[src/rtl/dma_chan_pkg.sv]
package dma_chan_pkg;

    typedef enum logic [1:0] {
        M_WAIT = 2'd0,
        M_LOAD = 2'd1,
        M_XFER = 2'd2
    } main_state_t;

    typedef enum logic [1:0] {
        S_IDLE  = 2'd0,
        S_READ  = 2'd1,
        S_WRITE = 2'd2
    } mover_state_t;

    // byte step for a data size code; codes 2 and 3 both mean a word
    function automatic logic [2:0] step_of(input logic [1:0] dsize);
        unique case (dsize)
            2'd0:    step_of = 3'd1;
            2'd1:    step_of = 3'd2;
            default: step_of = 3'd4;
        endcase
    endfunction

endpackage

[src/rtl/dma_req_select.sv]
module dma_req_select #(
    parameter int NUM_SRC = 7,
    localparam int SEL_W  = (NUM_SRC > 1) ? $clog2(NUM_SRC) : 1
) (
    input  logic               hw_mode,
    input  logic [SEL_W-1:0]   src_sel,
    input  logic [NUM_SRC-1:0] hw_req,
    input  logic               sw_trigger,
    output logic               req
);

    logic [NUM_SRC-1:0] hit;

    generate
        for (genvar i = 0; i < NUM_SRC; i++) begin : g_line
            assign hit[i] = hw_req[i] && (src_sel == SEL_W'(i));
        end
    endgenerate

    assign req = hw_mode ? (|hit) : sw_trigger;

endmodule

[src/rtl/dma_mover.sv]
module dma_mover
    import dma_chan_pkg::*;
#(
    parameter int ADDR_W      = 32,
    parameter int DATA_W      = 32,
    parameter int BURST_BEATS = 4,
    localparam int BEAT_W     = $clog2(BURST_BEATS + 1)
) (
    input  logic              clk,
    input  logic              rst_n,
    input  logic              load,
    input  logic [ADDR_W-1:0] src_in,
    input  logic [ADDR_W-1:0] dst_in,
    input  logic              start,
    input  logic              burst,
    input  logic [1:0]        dsize,
    output logic [ADDR_W-1:0] bus_addr,
    output logic              bus_rd,
    output logic              bus_wr,
    output logic [DATA_W-1:0] bus_wdata,
    input  logic [DATA_W-1:0] bus_rdata,
    input  logic              bus_ready,
    output logic              done
);

    mover_state_t      state;
    logic [ADDR_W-1:0] rptr;
    logic [ADDR_W-1:0] wptr;
    logic [DATA_W-1:0] data_q;
    logic [BEAT_W-1:0] beats_left;
    logic [ADDR_W-1:0] step;

    assign step = ADDR_W'(step_of(dsize));

    // state register and datapath
    always_ff @(posedge clk or negedge rst_n) begin
        if (!rst_n) begin
            state      <= S_IDLE;
            rptr       <= '0;
            wptr       <= '0;
            data_q     <= '0;
            beats_left <= '0;
        end else begin
            if (load) begin
                rptr <= src_in;
                wptr <= dst_in;
            end
            unique case (state)
                S_IDLE: begin
                    if (start) begin
                        beats_left <= burst ? BEAT_W'(BURST_BEATS) : BEAT_W'(1);
                        state      <= S_READ;
                    end
                end
                S_READ: begin
                    if (bus_ready) begin
                        data_q <= bus_rdata;
                        state  <= S_WRITE;
                    end
                end
                S_WRITE: begin
                    if (bus_ready) begin
                        rptr       <= rptr + step;
                        wptr       <= wptr + step;
                        beats_left <= beats_left - BEAT_W'(1);
                        state      <= (beats_left == BEAT_W'(1)) ? S_IDLE : S_READ;
                    end
                end
                default: state <= S_IDLE;
            endcase
        end
    end

    // outputs
    always_comb begin
        bus_rd    = (state == S_READ);
        bus_wr    = (state == S_WRITE);
        bus_addr  = (state == S_WRITE) ? wptr : rptr;
        bus_wdata = data_q;
        done      = (state == S_WRITE) && bus_ready && (beats_left == BEAT_W'(1));
    end

    // a read waiting for ready keeps its strobe and address
    a_r7_read_hold: assert property (@(posedge clk) disable iff (!rst_n)
        (bus_rd && !bus_ready) |=> (bus_rd && $stable(bus_addr)));

    // a write waiting for ready keeps its strobe, address and data
    a_r7_write_hold: assert property (@(posedge clk) disable iff (!rst_n)
        (bus_wr && !bus_ready) |=> (bus_wr && $stable(bus_addr) && $stable(bus_wdata)));

    // a completed read is followed by its write
    a_r5_read_then_write: assert property (@(posedge clk) disable iff (!rst_n)
        (bus_rd && bus_ready) |=> bus_wr);

    // never both strobes together
    a_r5_one_strobe: assert property (@(posedge clk) disable iff (!rst_n)
        !(bus_rd && bus_wr));

endmodule

[src/rtl/dma_main_seq.sv]
module dma_main_seq
    import dma_chan_pkg::*;
#(
    parameter int TC_W = 20
) (
    input  logic            clk,
    input  logic            rst_n,
    input  logic            req,
    input  logic [TC_W-1:0] cfg_count,
    input  logic            cfg_irq_en,
    input  logic            cfg_whole,
    input  logic            mover_done,
    output logic            mover_start,
    output logic            mover_load,
    output logic            ack,
    output logic            irq
);

    main_state_t     state;
    logic [TC_W-1:0] curr_tc;
    logic            restart_q;
    logic            irq_q;
    logic            reload;

    assign reload = cfg_whole || (curr_tc == '0);

    // state register
    always_ff @(posedge clk or negedge rst_n) begin
        if (!rst_n) begin
            state     <= M_WAIT;
            curr_tc   <= '0;
            restart_q <= 1'b0;
            irq_q     <= 1'b0;
        end else begin
            restart_q <= 1'b0;
            irq_q     <= 1'b0;
            unique case (state)
                M_WAIT: begin
                    if (req) state <= M_LOAD;
                end
                M_LOAD: begin
                    if (reload) curr_tc <= cfg_count;
                    state <= M_XFER;
                end
                M_XFER: begin
                    if (mover_done) begin
                        curr_tc <= curr_tc - TC_W'(1);
                        if (curr_tc == TC_W'(1)) begin
                            irq_q <= cfg_irq_en;
                            state <= M_WAIT;
                        end else if (!cfg_whole) begin
                            state <= M_WAIT;
                        end else begin
                            restart_q <= 1'b1;
                        end
                    end
                end
                default: state <= M_WAIT;
            endcase
        end
    end

    // outputs
    always_comb begin
        ack         = (state != M_WAIT);
        mover_start = (state == M_LOAD) || restart_q;
        mover_load  = (state == M_LOAD) && reload;
        irq         = irq_q;
    end

    // interrupt lasts one cycle
    a_r10_irq_one_cycle: assert property (@(posedge clk) disable iff (!rst_n)
        irq |=> !irq);

    // interrupt only with the count exhausted and the channel back in WAIT
    a_r10_irq_at_tc: assert property (@(posedge clk) disable iff (!rst_n)
        irq |-> (curr_tc == '0 && state == M_WAIT));

    // a request seen in WAIT raises ack next cycle
    a_r4_ack_follows_req: assert property (@(posedge clk) disable iff (!rst_n)
        (state == M_WAIT && req) |=> ack);

    // whole mode keeps ack while count remains
    a_r8_ack_held: assert property (@(posedge clk) disable iff (!rst_n)
        (state == M_XFER && mover_done && cfg_whole && curr_tc != TC_W'(1)) |=> ack);

    // single mode drops ack after one operation
    a_r9_single_drop: assert property (@(posedge clk) disable iff (!rst_n)
        (state == M_XFER && mover_done && !cfg_whole) |=> !ack);

endmodule

[src/rtl/dma_chan_ctrl.sv]
module dma_chan_ctrl #(
    parameter int ADDR_W      = 32,
    parameter int DATA_W      = 32,
    parameter int TC_W        = 20,
    parameter int NUM_SRC     = 7,
    parameter int BURST_BEATS = 4,
    localparam int SEL_W      = (NUM_SRC > 1) ? $clog2(NUM_SRC) : 1
) (
    input  logic               clk,
    input  logic               rst_n,
    input  logic [TC_W-1:0]    cfg_count,
    input  logic               cfg_irq_en,
    input  logic               cfg_whole,
    input  logic               cfg_hw_req,
    input  logic [SEL_W-1:0]   cfg_src_sel,
    input  logic [1:0]         cfg_dsize,
    input  logic               cfg_burst,
    input  logic               sw_trigger,
    input  logic [NUM_SRC-1:0] hw_req,
    input  logic [ADDR_W-1:0]  src_addr,
    input  logic [ADDR_W-1:0]  dst_addr,
    output logic [ADDR_W-1:0]  bus_addr,
    output logic               bus_rd,
    output logic               bus_wr,
    output logic [DATA_W-1:0]  bus_wdata,
    input  logic [DATA_W-1:0]  bus_rdata,
    input  logic               bus_ready,
    output logic               ack,
    output logic               irq
);

    logic req;
    logic mover_start;
    logic mover_load;
    logic mover_done;

    dma_req_select #(.NUM_SRC(NUM_SRC)) u_req_select (
        .hw_mode    (cfg_hw_req),
        .src_sel    (cfg_src_sel),
        .hw_req     (hw_req),
        .sw_trigger (sw_trigger),
        .req        (req)
    );

    dma_main_seq #(.TC_W(TC_W)) u_main_seq (
        .clk         (clk),
        .rst_n       (rst_n),
        .req         (req),
        .cfg_count   (cfg_count),
        .cfg_irq_en  (cfg_irq_en),
        .cfg_whole   (cfg_whole),
        .mover_done  (mover_done),
        .mover_start (mover_start),
        .mover_load  (mover_load),
        .ack         (ack),
        .irq         (irq)
    );

    dma_mover #(
        .ADDR_W      (ADDR_W),
        .DATA_W      (DATA_W),
        .BURST_BEATS (BURST_BEATS)
    ) u_mover (
        .clk       (clk),
        .rst_n     (rst_n),
        .load      (mover_load),
        .src_in    (src_addr),
        .dst_in    (dst_addr),
        .start     (mover_start),
        .burst     (cfg_burst),
        .dsize     (cfg_dsize),
        .bus_addr  (bus_addr),
        .bus_rd    (bus_rd),
        .bus_wr    (bus_wr),
        .bus_wdata (bus_wdata),
        .bus_rdata (bus_rdata),
        .bus_ready (bus_ready),
        .done      (mover_done)
    );

endmodule

[config.mk]
export PLATFORM = sky130hd
export DESIGN_NAME = dma_chan_ctrl
export DESIGN_NICKNAME = d
export VERILOG_FILES = /design/src/rtl/dma_chan_pkg.sv /design/src/rtl/dma_req_select.sv /design/src/rtl/dma_mover.sv /design/src/rtl/dma_main_seq.sv /design/src/rtl/dma_chan_ctrl.sv
export SDC_FILE = /design/constraint.sdc
export NUM_CORES = 1
export LEC_CHECK = 0
export BUFFER_PORTS_ARGS = -buffer_cell sky130_fd_sc_hd__buf_2
export CAP_MARGIN = 10
export CORE_MARGIN = 2
export CORE_UTILIZATION = 48
export CTS_CLUSTER_DIAMETER = 60
export DETAILED_ROUTE_END_ITERATION = 12
export PLACE_DENSITY = 0.77
export SETUP_SLACK_MARGIN = 0.15
export SYNTH_ARGS = -nofsm -noshare
export SYNTH_HDL_FRONTEND = slang
export SYNTH_SLANG_ARGS = --single-unit
[constraint.sdc]
create_clock -name clk -period 2.25 [get_ports clk]
set_clock_uncertainty 0.05 [all_clocks]
set_input_delay 0.225 -clock clk [delete_from_list [all_inputs] [get_ports clk]]
set_output_delay 0.225 -clock clk [all_outputs]
set_load 0.005 [all_outputs]
==> summary.md <==
| Metric | Value |
|---|---|
| Status | `finished, final reports clean` |
| Yosys cell types | `71` |
| Crit path time final | `2.24 ns` |
| FMAX | `447 MHz` |
| CTS tree | `built` |
| Clock Path Buffers | `2` |
| First-pass GRT wire length | `39.3 mm` |
| Largest family of logic cells by synthesized area | `simple AND/OR/NAND/NOR gates` |
| Cell area after synthesis | `7540 µm²` |
| Die area | `16,700 µm²` |
| Post-route core utilization | `0.737` |
| Post-Syn Nets | `slightly above 1,000` |
| Compound-Gate Fraction of Synth Area | `0.200` |
| Hold Path Class | `in -> reg` |
| Congestion Overflow GR | `0` |
| Power Density | `1350 nW/µm²` |
| Area Overhead vs Synth | `49.1%` |
| Syn Inst Count | `870` |
| Routability cong. | `between 0.8 and 0.9` |
| Drt total wl | `a little under 30 mm` |
| XOR/XNOR share of the synthesized area | `0.0105` |
| Die Y | `129 µm` |
| Sequential-to-total area share from yosys stat | `0.415` |
| Clock transition at the registers of the reported paths | `0.06 ns` |
| Global-route usage over all layers | `0.301` |
| CTS Buf Count | `17` |
| Slew @ Worst Pin | `0.596 ns` |
| RSZ-0062 raised after global routing | `true` |
| Port bufs | `about 200` |
| YS warnings | `0` |
| Leakage | `4.96 nW` |
| Critical Path Fanout Max | `8` |
| Root buffer cell | `clkbuf_16` |
| Final setup violation count | `0` |
| Num ports | `between 200 and 250` |
| HPWL Detailed | `~17 mm` |
| DIE WIDTH | `129 µm` |
| Post-synth EDFFs | `0` |
| Vias in the first global route | `7,920` |
| Initial Util | `0.494` |
| DRT Pass-1 Iters | `5` |
| CP endpoint kind | `flop` |
| CP Class | `reg -> reg` |
| Fin. max-slew vios | `0` |
| FP Rows | `45` |
| Fraction of registers with async set or reset after synthesis | `1.00` |
| Sum Neg Setup Slack | `0 ns` |
| Per-cell routed wire length | `20.6 µm` |
| Share of cells above drive strength 1 | `0.406` |
| Initial antenna violation count | `3` |
| Max Cap Viol | `0` |
| Via count | `8,881` |
| Latest clock arrival within the worst-skew pair | `0.43 ns` |
| Critical Path AT | `~2.5 ns` |
| Maximum VDD drop | `slightly below 0.8 mV` |
| DR vias/cell | `6.28` |
| Clk sinks | `125` |
| Routed Antenna Nets | `0` |
| Number of fill cells | `1,053` |
| Nets | `1,337` |
| Final hold violations | `0` |
| Core Region | `15,300 µm²` |
| Mux cell area share after synthesis | `0.0612` |
| Drt drc | `0` |
| Mean Syn Cell Area | `8.66 µm²` |
| Main synth FF type | `dfrtp_1` |
| Crit share post-route | `0.994` |
| Critical Path Source Type | `flop` |
| Synth Area in Simple Gates | `0.254` |
| Relative slew slack | `0.601` |
| CP required | `around 2.5 ns` |
| Largest net degree at the start of global routing | `60` |
| Htree depth | `4` |
| Initial DRC Count | `843` |
| Adder-cell share of the synthesized area | `0.0199` |
| Seq cells post-synth | `125` |
==> routing by layer <==
| layer | part of all wire | up-vias | GRT usage | wire length, µm |
|---|---|---|---|---|
| met5 | 0.0011 | - | 0 | 33 |
| met3 | 0.11 | 151 | 0.0768 | 3160 |
| li1 | - | 3880 | - | - |
| met4 | 0.046 | 4 | 0.116 | 1340 |
| met1 | 0.36 | 4207 | 0.369 | 10500 |
| met2 | 0.49 | 639 | 0.510 | 14200 |
==> layout by cell type, fill, tap and decap left out, types with 5 or more instances in the layout <==
master	Yosys	final
a211oi_1	26	23
a21oi_1	56	48
a21oi_2	0	7
a311oi_1	14	14
a31oi_1	15	15
and2_1	7	7
and3_1	15	15
and4_1	8	7
buf_12	0	6
buf_2	11	202
buf_4	2	91
buf_6	2	9
clkbuf_16	0	24
clkinv_2	0	5
dfrtp_1	125	123
dlygate4sd3_1	0	36
ha_1	12	7
inv_1	15	13
mux2_2	33	33
mux2i_1	9	9
nand2_1	138	137
nand2b_1	9	7
nand3_1	28	26
nand4_1	21	21
nor2_1	75	62
nor2_2	0	9
nor2b_1	6	6
nor3_1	33	31
nor4_1	16	11
nor4_4	0	5
o21ai_0	37	29
o21ai_2	0	6
o22ai_1	21	10
o22ai_2	0	7
o31ai_1	8	6
xnor2_1	9	7
==> Yosys cell counts, drive strengths merged, types with 3 or more instances <==
cell type | number | area, µm²
a211oi | 26 | 195
a21o | 5 | 37.5
a21oi | 56 | 280
a22o | 3 | 26.3
a311oi | 15 | 138
a31o | 5 | 43.8
a31oi | 15 | 93.8
and2 | 7 | 43.8
and3 | 15 | 93.8
and4 | 8 | 70.1
buf | 19 | 108
clkbuf | 35 | 131
dfrtp | 125 | 3130
ha | 12 | 150
inv | 15 | 56.3
mux2 | 33 | 372
mux2i | 9 | 90.1
nand2 | 139 | 524
nand2b | 9 | 56.3
nand3 | 29 | 150
nand4 | 21 | 131
nor2 | 75 | 282
nor2b | 6 | 37.5
nor3 | 34 | 175
nor4 | 20 | 150
o211ai | 3 | 22.5
o21ai | 38 | 190
o221a | 3 | 33.8
o22ai | 21 | 131
o2bb2ai | 3 | 26.3
o31ai | 9 | 72.6
o32ai | 5 | 43.8
or3 | 4 | 25.0
or4 | 7 | 56.3
xnor2 | 9 | 78.8
==> path summary, 6_finish.rpt <==
kind                                      start                     to  slack [ns]  cells after the start
max                         u_main_seq.state[1]        u_mover.wptr[3]        0.01                      9
min                               bus_rdata[14]  u_mover.bus_wdata[14]      0.0009                      2
max reg2reg                 u_main_seq.state[1]        u_mover.wptr[3]        0.01                      9
min reg2reg                u_mover.bus_wdata[4]   u_mover.bus_wdata[4]        0.45                      1
max in group asynchronous                 rst_n       u_mover.wptr[12]        1.21                      3
min in group asynchronous                 rst_n       u_mover.rptr[29]        0.27                      2
==> worst max-delay path, stage by stage (launching register included) <==
cell	delay (ns)
dfrtp_1	0.38
inv_1	0.10
ha_4	0.20
nand2_4	0.12
nor4_4	0.07
buf_4	0.15
a21oi_4	0.46
clkbuf_16	0.29
nor2_1	0.06
a311oi_1	0.24
==> power by group <==
part           switching (mW)  total [mW]  internal [mW]
clock                    1.09        2.75           1.66
combinational            4.29        7.96           3.68
sequential               1.11        4.45           3.34
==> area by class of cell <==
cell class	count	area, µm²	share of cell area
Sequential cell	125	3130	0.279
Antenna cell	2	5.00	0.000445
Multi-Input combinational cell	675	4680	0.416
Timing Repair Buffer	354	2520	0.224
Clock buffer	18	439	0.0391
Inverter	16	60.1	0.00534
Clock inverter	14	143	0.0127
Tap cell	211	264	0.0235
==> kinds of logic (layout without fill, tap and decap cells) <==
group	after synthesis	in the layout
compound gates	225	225
xor+xnor	9	9
fa+ha+maj	12	12
buf+inv	70	402
flops	125	125
mux	42	42
other cells	0	2
simple gates	387	387
==> flip-flops by register name, indices dropped and copies added (netlist names) <==
register	count
u_main_seq.curr_tc	20
u_main_seq.irq	1
u_main_seq.restart_q	1
u_main_seq.state	2
u_mover.beats_left	3
u_mover.bus_wdata	32
u_mover.rptr	32
u_mover.state	2
u_mover.wptr	32
==> through the flow <==
stage	std cells	hold WS [ns]	total power, mW	worst slack, ns	cell area, µm²
floorplan	870	-0.121	8.12	0.135	7610
global placement	1310	0.177	10.6	0.0409	9330
detailed placement	1310	0.174	10.8	-0.0488	9330
CTS	1383	0.00143	13.8	0.104	10500
global route	1413	0.00833	16.0	-0.0486	11200
finish	1415	0.000946	15.2	0.0142	11200
==> timing repair <==
action / CTS / global route
resized for setup: 22 / 92
gates cloned: 2 / 10
setup buffers: 3 / 20
endpoints found under the setup margin: 60 / 67
pin swaps: 7 / 37
hold endpoints to repair: 65 / 0
hold buffers: 36 / 0
No activity file was read; power rests on OpenSTA's default activity.
